===== src/rtl/tdm_tx_pkg.sv =====
package tdm_tx_pkg;
  localparam int MAX_SLOTS   = 32;
  localparam int MAX_SLOT_W  = 32;
  localparam int SAMPLE_W    = 24;
  localparam int CFG_DATA_W  = 16;
  localparam int CFG_ADDR_W  = 2;
  localparam int SLOT_CNT_W  = $clog2(MAX_SLOTS);
  localparam int BIT_CNT_W   = $clog2(MAX_SLOT_W);
  localparam int WW_BITS_W   = $clog2(SAMPLE_W) + 1;
  localparam int PAD_W       = MAX_SLOT_W - SAMPLE_W;

  localparam logic [CFG_ADDR_W-1:0] ADDR_CTRL = 2'd0;
  localparam logic [CFG_ADDR_W-1:0] ADDR_FMT  = 2'd1;
  localparam logic [CFG_ADDR_W-1:0] ADDR_MLO  = 2'd2;
  localparam logic [CFG_ADDR_W-1:0] ADDR_MHI  = 2'd3;

  localparam int CB_EN    = 0;
  localparam int CB_NET   = 1;
  localparam int CB_FSW   = 2;
  localparam int CB_EARLY = 3;
  localparam int CB_FSINV = 4;
  localparam int CB_CKPOL = 5;
  localparam int CB_RIGHT = 6;
  localparam int CB_CLR   = 7;

  typedef enum logic [1:0] {
    WW8  = 2'd0,
    WW16 = 2'd1,
    WW20 = 2'd2,
    WW24 = 2'd3
  } wordWidth_e;

  typedef struct packed {
    logic launch;
    logic load;
    logic slotOn;
    logic idle;
  } txStrobe_t;
endpackage


===== src/rtl/tdm_tx_ctrl.sv =====
module tdm_tx_ctrl
  import tdm_tx_pkg::*;
(
  input  logic                   clk,
  input  logic                   rstN,
  input  logic                   cfgWe,
  input  logic [CFG_ADDR_W-1:0]  cfgAddr,
  input  logic [CFG_DATA_W-1:0]  cfgWdata,
  input  logic                   halfTick,
  input  logic                   wordValid,
  output logic                   wordReady,
  output logic                   fsOut,
  output logic                   bclkOut,
  output logic                   lastSlot,
  output logic                   underrun,
  output logic                   rightAlign,
  output logic [BIT_CNT_W-1:0]   lastBit,
  output wordWidth_e             wordWidth,
  output txStrobe_t              strb
);
  localparam int HALF_W = CFG_DATA_W;

  logic enableQ, networkQ, fsWordQ, fsEarlyQ, fsInvQ, ckPolQ, rightQ;
  logic [SLOT_CNT_W-1:0] lastSlotQ;
  logic [BIT_CNT_W-1:0]  lastBitQ;
  wordWidth_e            wwQ;
  logic [MAX_SLOTS-1:0]  maskQ;

  logic                  running, phase, leadIn;
  logic [SLOT_CNT_W-1:0] slotQ;
  logic [BIT_CNT_W-1:0]  bitQ;
  logic                  fsQ, lastQ, underrunQ;

  logic launch, load, slotOn, clrReq, isLastPos, fsAct;

  // Register file
  always_ff @(posedge clk or negedge rstN) begin
    if (!rstN) begin
      enableQ   <= 1'b0;
      networkQ  <= 1'b1;
      fsWordQ   <= 1'b0;
      fsEarlyQ  <= 1'b0;
      fsInvQ    <= 1'b0;
      ckPolQ    <= 1'b0;
      rightQ    <= 1'b0;
      lastSlotQ <= SLOT_CNT_W'(1);
      lastBitQ  <= BIT_CNT_W'(MAX_SLOT_W - 1);
      wwQ       <= WW24;
      maskQ     <= '1;
    end else if (cfgWe) begin
      case (cfgAddr)
        ADDR_CTRL: begin
          enableQ  <= cfgWdata[CB_EN];
          networkQ <= cfgWdata[CB_NET];
          fsWordQ  <= cfgWdata[CB_FSW];
          fsEarlyQ <= cfgWdata[CB_EARLY];
          fsInvQ   <= cfgWdata[CB_FSINV];
          ckPolQ   <= cfgWdata[CB_CKPOL];
          rightQ   <= cfgWdata[CB_RIGHT];
        end
        ADDR_FMT: begin
          lastSlotQ <= cfgWdata[SLOT_CNT_W-1:0];
          lastBitQ  <= cfgWdata[SLOT_CNT_W +: BIT_CNT_W];
          wwQ       <= wordWidth_e'(cfgWdata[SLOT_CNT_W+BIT_CNT_W +: 2]);
        end
        ADDR_MLO: maskQ[HALF_W-1:0]         <= cfgWdata;
        default:  maskQ[MAX_SLOTS-1:HALF_W] <= cfgWdata;
      endcase
    end
  end

  assign clrReq = cfgWe && (cfgAddr == ADDR_CTRL) && cfgWdata[CB_CLR];

  // Slot/bit sequencer; position holds the bit launched next
  assign launch = running && halfTick && !phase;

  always_ff @(posedge clk or negedge rstN) begin
    if (!rstN) begin
      running <= 1'b0;
      phase   <= 1'b0;
      leadIn  <= 1'b0;
      slotQ   <= '0;
      bitQ    <= '0;
    end else if (!enableQ) begin
      running <= 1'b0;
      phase   <= 1'b0;
    end else if (!running) begin
      running <= 1'b1;
      phase   <= 1'b0;
      leadIn  <= 1'b1;
      slotQ   <= lastSlotQ;
      bitQ    <= lastBitQ;
    end else begin
      if (halfTick) phase <= !phase;
      if (launch) begin
        leadIn <= 1'b0;
        if (bitQ == lastBitQ) begin
          bitQ  <= '0;
          slotQ <= (slotQ == lastSlotQ) ? '0 : slotQ + SLOT_CNT_W'(1);
        end else begin
          bitQ <= bitQ + BIT_CNT_W'(1);
        end
      end
    end
  end

  assign slotOn    = maskQ[slotQ] && (networkQ || (slotQ == '0));
  assign load      = launch && !leadIn && (bitQ == '0);
  assign isLastPos = (slotQ == lastSlotQ) && (bitQ == lastBitQ);

  always_comb begin
    if (fsEarlyQ)
      fsAct = isLastPos || (fsWordQ && (slotQ == '0) && (bitQ != lastBitQ));
    else
      fsAct = (slotQ == '0) && (fsWordQ || (bitQ == '0));
  end

  // Output flags
  always_ff @(posedge clk or negedge rstN) begin
    if (!rstN) begin
      fsQ       <= 1'b0;
      lastQ     <= 1'b0;
      underrunQ <= 1'b0;
    end else begin
      lastQ <= load && (slotQ == lastSlotQ);
      if (!running)    fsQ <= fsInvQ;
      else if (launch) fsQ <= fsAct ^ fsInvQ;
      if (load && slotOn && !wordValid) underrunQ <= 1'b1;
      else if (clrReq)                  underrunQ <= 1'b0;
    end
  end

  assign wordReady   = load && slotOn;
  assign fsOut       = fsQ;
  assign bclkOut     = !phase ^ ckPolQ;
  assign lastSlot    = lastQ;
  assign underrun    = underrunQ;
  assign rightAlign  = rightQ;
  assign lastBit     = lastBitQ;
  assign wordWidth   = wwQ;
  assign strb.launch = launch;
  assign strb.load   = load;
  assign strb.slotOn = slotOn;
  assign strb.idle   = !running;
endmodule


===== src/rtl/tdm_tx_dp.sv =====
module tdm_tx_dp
  import tdm_tx_pkg::*;
(
  input  logic                  clk,
  input  logic                  rstN,
  input  txStrobe_t             strb,
  input  logic                  rightAlign,
  input  logic [BIT_CNT_W-1:0]  lastBit,
  input  wordWidth_e            wordWidth,
  input  logic [SAMPLE_W-1:0]   sampleIn,
  input  logic                  wordValid,
  output logic                  sdOut
);
  logic [WW_BITS_W-1:0]  wwN;
  logic [SAMPLE_W-1:0]   wMask, masked;
  logic [MAX_SLOT_W-1:0] image;
  logic [MAX_SLOT_W-1:0] shQ;
  logic                  sdQ;

  always_comb begin
    case (wordWidth)
      WW8:     wwN = WW_BITS_W'(8);
      WW16:    wwN = WW_BITS_W'(16);
      WW20:    wwN = WW_BITS_W'(20);
      default: wwN = WW_BITS_W'(24);
    endcase
    wMask  = SAMPLE_W'((32'd1 << wwN) - 32'd1);
    masked = sampleIn & wMask;
    if (!(strb.slotOn && wordValid))
      image = '0;
    else if (rightAlign)
      image = {{PAD_W{1'b0}}, masked} << (BIT_CNT_W'(MAX_SLOT_W - 1) - lastBit);
    else
      image = {masked, {PAD_W{1'b0}}} << (WW_BITS_W'(SAMPLE_W) - wwN);
  end

  always_ff @(posedge clk or negedge rstN) begin
    if (!rstN) begin
      sdQ <= 1'b0;
      shQ <= '0;
    end else if (strb.idle) begin
      sdQ <= 1'b0;
      shQ <= '0;
    end else if (strb.launch) begin
      if (strb.load) begin
        sdQ <= image[MAX_SLOT_W-1];
        shQ <= image << 1;
      end else begin
        sdQ <= shQ[MAX_SLOT_W-1];
        shQ <= shQ << 1;
      end
    end
  end

  assign sdOut = sdQ;
endmodule


===== src/rtl/tdm_frame_tx.sv =====
module tdm_frame_tx
  import tdm_tx_pkg::*;
(
  input  logic                  clk,
  input  logic                  rstN,
  input  logic                  cfgWe,
  input  logic [CFG_ADDR_W-1:0] cfgAddr,
  input  logic [CFG_DATA_W-1:0] cfgWdata,
  input  logic                  halfTick,
  input  logic [SAMPLE_W-1:0]   sampleIn,
  input  logic                  wordValid,
  output logic                  wordReady,
  output logic                  sdOut,
  output logic                  fsOut,
  output logic                  bclkOut,
  output logic                  lastSlot,
  output logic                  underrun
);
  txStrobe_t             strb;
  logic                  rightAlign;
  logic [BIT_CNT_W-1:0]  lastBit;
  wordWidth_e            wordWidth;

  tdm_tx_ctrl u_ctrl (
    .clk(clk), .rstN(rstN), .cfgWe(cfgWe), .cfgAddr(cfgAddr), .cfgWdata(cfgWdata),
    .halfTick(halfTick), .wordValid(wordValid), .wordReady(wordReady),
    .fsOut(fsOut), .bclkOut(bclkOut), .lastSlot(lastSlot), .underrun(underrun),
    .rightAlign(rightAlign), .lastBit(lastBit), .wordWidth(wordWidth), .strb(strb)
  );

  tdm_tx_dp u_dp (
    .clk(clk), .rstN(rstN), .strb(strb), .rightAlign(rightAlign), .lastBit(lastBit),
    .wordWidth(wordWidth), .sampleIn(sampleIn), .wordValid(wordValid), .sdOut(sdOut)
  );
endmodule


===== config.mk =====
export PLATFORM = sky130hd
export DESIGN_NAME = tdm_frame_tx
export DESIGN_NICKNAME = d
export VERILOG_FILES = /design/src/rtl/tdm_tx_pkg.sv /design/src/rtl/tdm_tx_ctrl.sv /design/src/rtl/tdm_tx_dp.sv /design/src/rtl/tdm_frame_tx.sv
export SDC_FILE = /design/constraint.sdc
export NUM_CORES = 1
export LEC_CHECK = 0
export ABC_CLOCK_PERIOD_IN_PS = 2200
export CAP_MARGIN = 20
export CELL_PAD_IN_SITES_DETAIL_PLACEMENT = 1
export CELL_PAD_IN_SITES_GLOBAL_PLACEMENT = 1
export CORE_MARGIN = 2
export CORE_UTILIZATION = 43
export CTS_BUF_LIST = sky130_fd_sc_hd__clkbuf_4
export CTS_CLUSTER_DIAMETER = 120
export CTS_CLUSTER_SIZE = 10
export DETAILED_ROUTE_END_ITERATION = 8
export PLACE_DENSITY = 0.9
export SETUP_SLACK_MARGIN = 0.05
export SLEW_MARGIN = 20
export SYNTH_ARGS = -nofsm -noshare
export SYNTH_HDL_FRONTEND = slang
export SYNTH_SLANG_ARGS = --single-unit

===== constraint.sdc =====
create_clock -name clk -period 2.2 [get_ports clk]
set_input_delay 0.66 -clock clk [delete_from_list [all_inputs] [get_ports clk]]
set_output_delay 0.66 -clock clk [all_outputs]
set_load 0.005 [all_outputs]

==> Word level (Yosys, flattened, before mapping) <==
Index checks and enable logic that the tools add are counted.
{ "totals": {"register_bits": 100, "inputBits": 47, "out_inout_bits": 6} }
{ "op_classes": {"n_addsub": 5, "n_lt_le_gt_ge": 1, "n_eq_ne": 10, "shift": 3, "n_mux": 29, "bitwise": 4, "n_reduce_logical": 33} }
{ "op_table": {"columns": ["cell", "n"], "rows": [
  ["$mux W32", 5],
  ["$mux W5", 7],
  ["$shl A24 B5 Y32", 1],
  ["$shl A32 B6 Y32", 1],
  ["$and A24 B24 Y24", 1],
  ["$shl A1 B5 Y24 const A", 1],
  ["$sub A24 B1 Y24 const B", 1],
  ["$logic_and A1 B1 Y1", 15],
  ["$mux W1", 15],
  ["$pmux W5 S3", 1],
  ["$add A5 B1 Y5 const B", 2],
  ["$eq A5 B5 Y1", 2],
  ["$logic_not A5 Y1", 2],
  ["$reduce_and A2 Y1", 5],
  ["$lt A5 B6 Y1 const B", 1],
  ["$sub A5 B5 Y6 const A", 1],
  ["$bmux W1 S5", 1],
  ["$ne A5 B5 Y1", 1],
  ["$sub A5 B5 Y5 const A", 1],
  ["$eq A2 B1 Y1 const B", 2],
  ["$eq A2 B2 Y1 const B", 2],
  ["$logic_not A2 Y1", 2],
  ["$ne A2 B2 Y1 const B", 2],
  ["$logic_not A1 Y1", 3],
  ["7 further kinds", 10]
]} }

==> Logic depth before layout (Yosys ltp) <==
{ "depth": {"ltp_word": 11, "depth_mapped": 10, "depth_no_buf": 8} }

==> Modules after synthesis <==
Synthesis repeated with hierarchy kept, for this count alone.
{ "unflattened": {"hier_cells": 708, "area_unflattened_um2": 7106.8} }
{ "modules_own_cells": {"columns": ["module", "instances", "cells_per_inst", "area_per_inst_um2", "seq_area_each_um2"], "rows": [
  ["tdm_tx_dp", 1, 438, 3763.6, 800.8],
  ["tdm_tx_ctrl", 1, 270, 3343.2, 1727.9]
]} }

==> Least setup slack after synthesis <==
No wires, ideal clock.
{ "synth_timing": {"kind": "reg-to-output", "from": "register u_ctrl.bitQ[0]", "to": "output port wordReady", "arrival_time_ns": 1.695, "t_required_ns": 1.540, "setup_slack_ns": -0.155, "stages_incl_launch_ff": 8, "path_buffers": 0, "cell_sequence": "dfrtp_1 inv_1 ha_1 or4b_4 or2_4 nor4_4 nand2_1 inv_1"} }
{ "synth_via": {"elab_chain_len": 3} }
{ "synth_rtl": {"columns": ["item", "line", "text"], "rows": [
  ["start: declaration", "tdm_tx_ctrl.sv:31", "logic [BIT_CNT_W-1:0] bitQ;"],
  ["start signal: assignment", "tdm_tx_ctrl.sv:92", "bitQ <= lastBitQ;"],
  ["start signal: assignment", "tdm_tx_ctrl.sv:101", "bitQ <= bitQ + BIT_CNT_W'(1);"],
  ["$logic_not A5 Y1", "tdm_tx_ctrl.sv:108", "assign load = launch && !leadIn && (bitQ == '0);"],
  ["$logic_and A1 B1 Y1", "tdm_tx_ctrl.sv:108", null],
  ["$logic_and A1 B1 Y1", "tdm_tx_ctrl.sv:133", "assign wordReady = load && slotOn;"],
  ["end: declaration", "tdm_frame_tx.sv:12", "output logic wordReady,"]
]} }
Every way passes these cells.

==> Worst setup path after layout <==
{ "layout_timing": {"from": "register u_ctrl.slotQ[1]", "to": "output port wordReady"} }
{ "layout_via": {"elab_chain_len": 4, "word_cells_on_any_way": 6, "classes_between": "mux (2); reduce/logical (4)"} }
{ "layout_rtl": {"columns": ["item", "line", "text"], "rows": [
  ["start: declaration", "tdm_tx_ctrl.sv:30", "logic [SLOT_CNT_W-1:0] slotQ;"],
  ["start signal: assignment", "tdm_tx_ctrl.sv:91", "slotQ <= lastSlotQ;"],
  ["start signal: assignment", "tdm_tx_ctrl.sv:99", "slotQ <= (slotQ == lastSlotQ) ? '0 : slotQ + SLOT_CNT_W'(1);"],
  ["$bmux W1 S5 or $logic_not A5 Y1 (tied branches)", "tdm_tx_ctrl.sv:107", "assign slotOn = maskQ[slotQ] && (networkQ || (slotQ == '0));"],
  ["$mux W1 (implied by the code) or $logic_or A1 B1 Y1 (tied branches)", "tdm_tx_ctrl.sv:107", null],
  ["$logic_and A1 B1 Y1 *", "tdm_tx_ctrl.sv:107", null],
  ["$logic_and A1 B1 Y1 *", "tdm_tx_ctrl.sv:133", null]
]} }
Every way passes the cells marked *; elsewhere a longest branch is shown, timed or not. The select of a mux whose other input is x is not followed.

==> out/results.txt <==
largest net degree at the start of global routing: 42
CTS Buf Count: 9
maximum vdd drop: 0.588 mV
reg2reg setup slack: -0.53 ns
die height: 130 µm
DRT antenna net count: 0
Pwr per Cell Area: 898 nW/µm²
kind of critical path: reg -> out
Final WS setup: -1.03 ns
CTS sink count: 99
ys async rst share: 1.00
required time of the critical path: 1.54 ns
period utilization: 1.47
FF-to-FF Start: u_ctrl.slotQ[1]
Max Freq: 310 MHz
drt wl/cell: 26.6 µm
CP Capture Type: output port
cells after synthesis: 705
GRT overflow: 0
status: finished, violations left
CTS tree: done
clk root buf: clkbuf_4
DIE AREA: 17,000 µm²
DR DRC count: 0
clk slew on worst S/H paths: 0.18 ns
Initial Util: 0.436
DR iter-0 viols: 649
Slew @ Worst Pin: 0.709 ns
Vias/cell: 6.48
hold-fix buffers at CTS: 0
Clock Path Buffers: 2
Fin Setup TNS: -14.33 ns
first-pass GRT wire length: 43,400 µm
P_leak: 4.03 nW
Hold Vio Cnt, Final: 0
register area: 2530 µm²
core box area: 15,800 µm²
die width: 130 µm
fin crit period: 3.23 ns
layout cells sized above 1: 0.437
violated checks: setup timing
final core utilization: 0.606
top cells by area, synth: dfrtp_1, dfstp_2, mux2_2
Final #Nets: 945
Yosys cell types: 70
max_cap viols: 0
endpoints failing setup: 34
YS warnings: 0
Post-synth EDFFs: 0
crit path DAT: 2.57 ns
most frequent cell after synthesis: mux2_2
routed via count: 7,229
All-Layer GR Usage: 0.338
ys flop type: dfrtp_1
router iterations before antenna repair: 5
htree depth: 3
Yosys top cell area share: 0.211
commonest cells in the netlist: mux2_2, dfrtp_1, nand2_1
sequential-to-total area share from yosys stat: 0.368
Clk Latency, worst-skew pair: 0.52 ns
largest area contributor in the netlist: dfrtp_1
initial antenna violation count: 1
DP Wirelength: 20,100 µm
RSZ-0062 raised after global routing: true
IO Pins: 53
Hold WC Path Type: in -> async
Critical Path Start: u_ctrl.slotQ[1]
Multi-input gate area: 4460 µm²
Layout area overhead: 39.0%
Avg Cell Area, Syn: 9.75 µm²
Routed Wire Length: 29,700 µm
max-slew violations: 0
Startpoint Class: register
# port buffers: 52
Crit Path Max Fanout: 17
Max-slew headroom: 0.526
row cnt: 46
cell area after synthesis: 6870 µm²
Yosys reg bits: 99
# fillers: 1,725
vias in the first global route: 7,405
Final Skew: 0.0286 ns
global placement routability congestion: 0.976
==> state kept, by name, indices dropped and copies added (netlist names), 2 cells and up <==
signal,flops
u_dp.shQ,31
u_ctrl.slotQ,5
u_ctrl.lastSlotQ,5
u_ctrl.lastBit,5
u_ctrl.maskQ,32
u_ctrl.bitQ,5
u_ctrl.wordWidth,2
==> placed cells by master (no fill, tap or decap), types with 12 or more instances in the layout <==
cell	count
mux2_2	59
o21ai_0	21
o22ai_1	13
nor2b_1	12
buf_12	13
mux2i_1	38
a22oi_1	25
o21ai_2	15
a21oi_1	26
mux4_2	15
clkdlybuf4s50_1	49
nand2_1	54
dfrtp_1	57
nor2_1	39
buf_4	152
dfstp_2	41
nand3_1	20
==> worst max-delay path: stages, from the launching register on <==
cell and delay, ns:
dfrtp_1 0.44, buf_12 0.19, mux2i_1 0.24, nand3_1 0.17, a311oi_1 0.49, a311oi_1 0.14
buf_4 0.19, nand2_4 0.07, inv_2 0.03, buf_6 0.10
==> through the flow <==
step	worst slack [ns]	power (W)	hold slack [ns]	std cells	area [µm²]
after floorplan	-0.0804	0.00473	0.364	706	6880
after global placement	-0.837	0.00639	0.472	1069	8660
after detailed placement	-0.835	0.00664	0.475	1069	8660
after CTS	-0.895	0.00805	0.0781	1101	9230
after global routing	-1.08	0.00892	0.0983	1115	9550
final	-1.03	0.00858	0.0974	1115	9550
==> where the power goes <==
group          internal [W]  switching (W)  total, W
Clock              0.000366       0.000713   0.00108
Sequential          0.00223       0.000328   0.00256
Combinational       0.00228        0.00267   0.00494
==> logic make-up after synthesis <==
kind of cell | share of synthesized area
DFF | 0.368
and+or+nand+nor | 0.133
AOI/OAI and AO/OA | 0.215
other | 0.000546
xor gates and xnor gates | 0.0140
muxes | 0.215
buffers and inverters | 0.0455
adders and majority gates | 0.00911
==> metal layers <==
layer	vias to the layer above	share of wire	global-route usage	routed length, µm
met4	0	0.043	0.125	1260
met2	344	0.49	0.572	14600
met3	102	0.064	0.0566	1910
met5	-	0	0	0
met1	3724	0.40	0.440	11900
li1	3059	-	-	-
==> final cells by class <==
class	instances	share of cell area
well taps	216	0.0283
diodes	1	0.000262
flip-flops and latches	99	0.265
clock buffers	9	0.00707
clock inverters	7	0.00838
repair buffers	230	0.219
inverters	15	0.00589
multi-input cells	538	0.466
==> final timing paths <==
path                                        to  cells past startpoint
setup / recovery                     wordReady                      9
hold / removal             u_ctrl.lastSlotQ[4]                      1
setup reg to reg                  u_dp.shQ[16]                     11
hold reg to reg                u_ctrl.underrun                      2
max in group asynchronous         u_dp.shQ[17]                      2
min in group clk               u_ctrl.underrun                      2
==> what timing repair did <==
item	4_1_cts	5_1_grt
pin swaps	36	16
endpoints found under the hold margin	0	0
resized for setup	88	47
setup buffers	16	15
gates cloned	1	1
endpoints found under the setup margin	40	42
(Power assumes the default switching activity.)
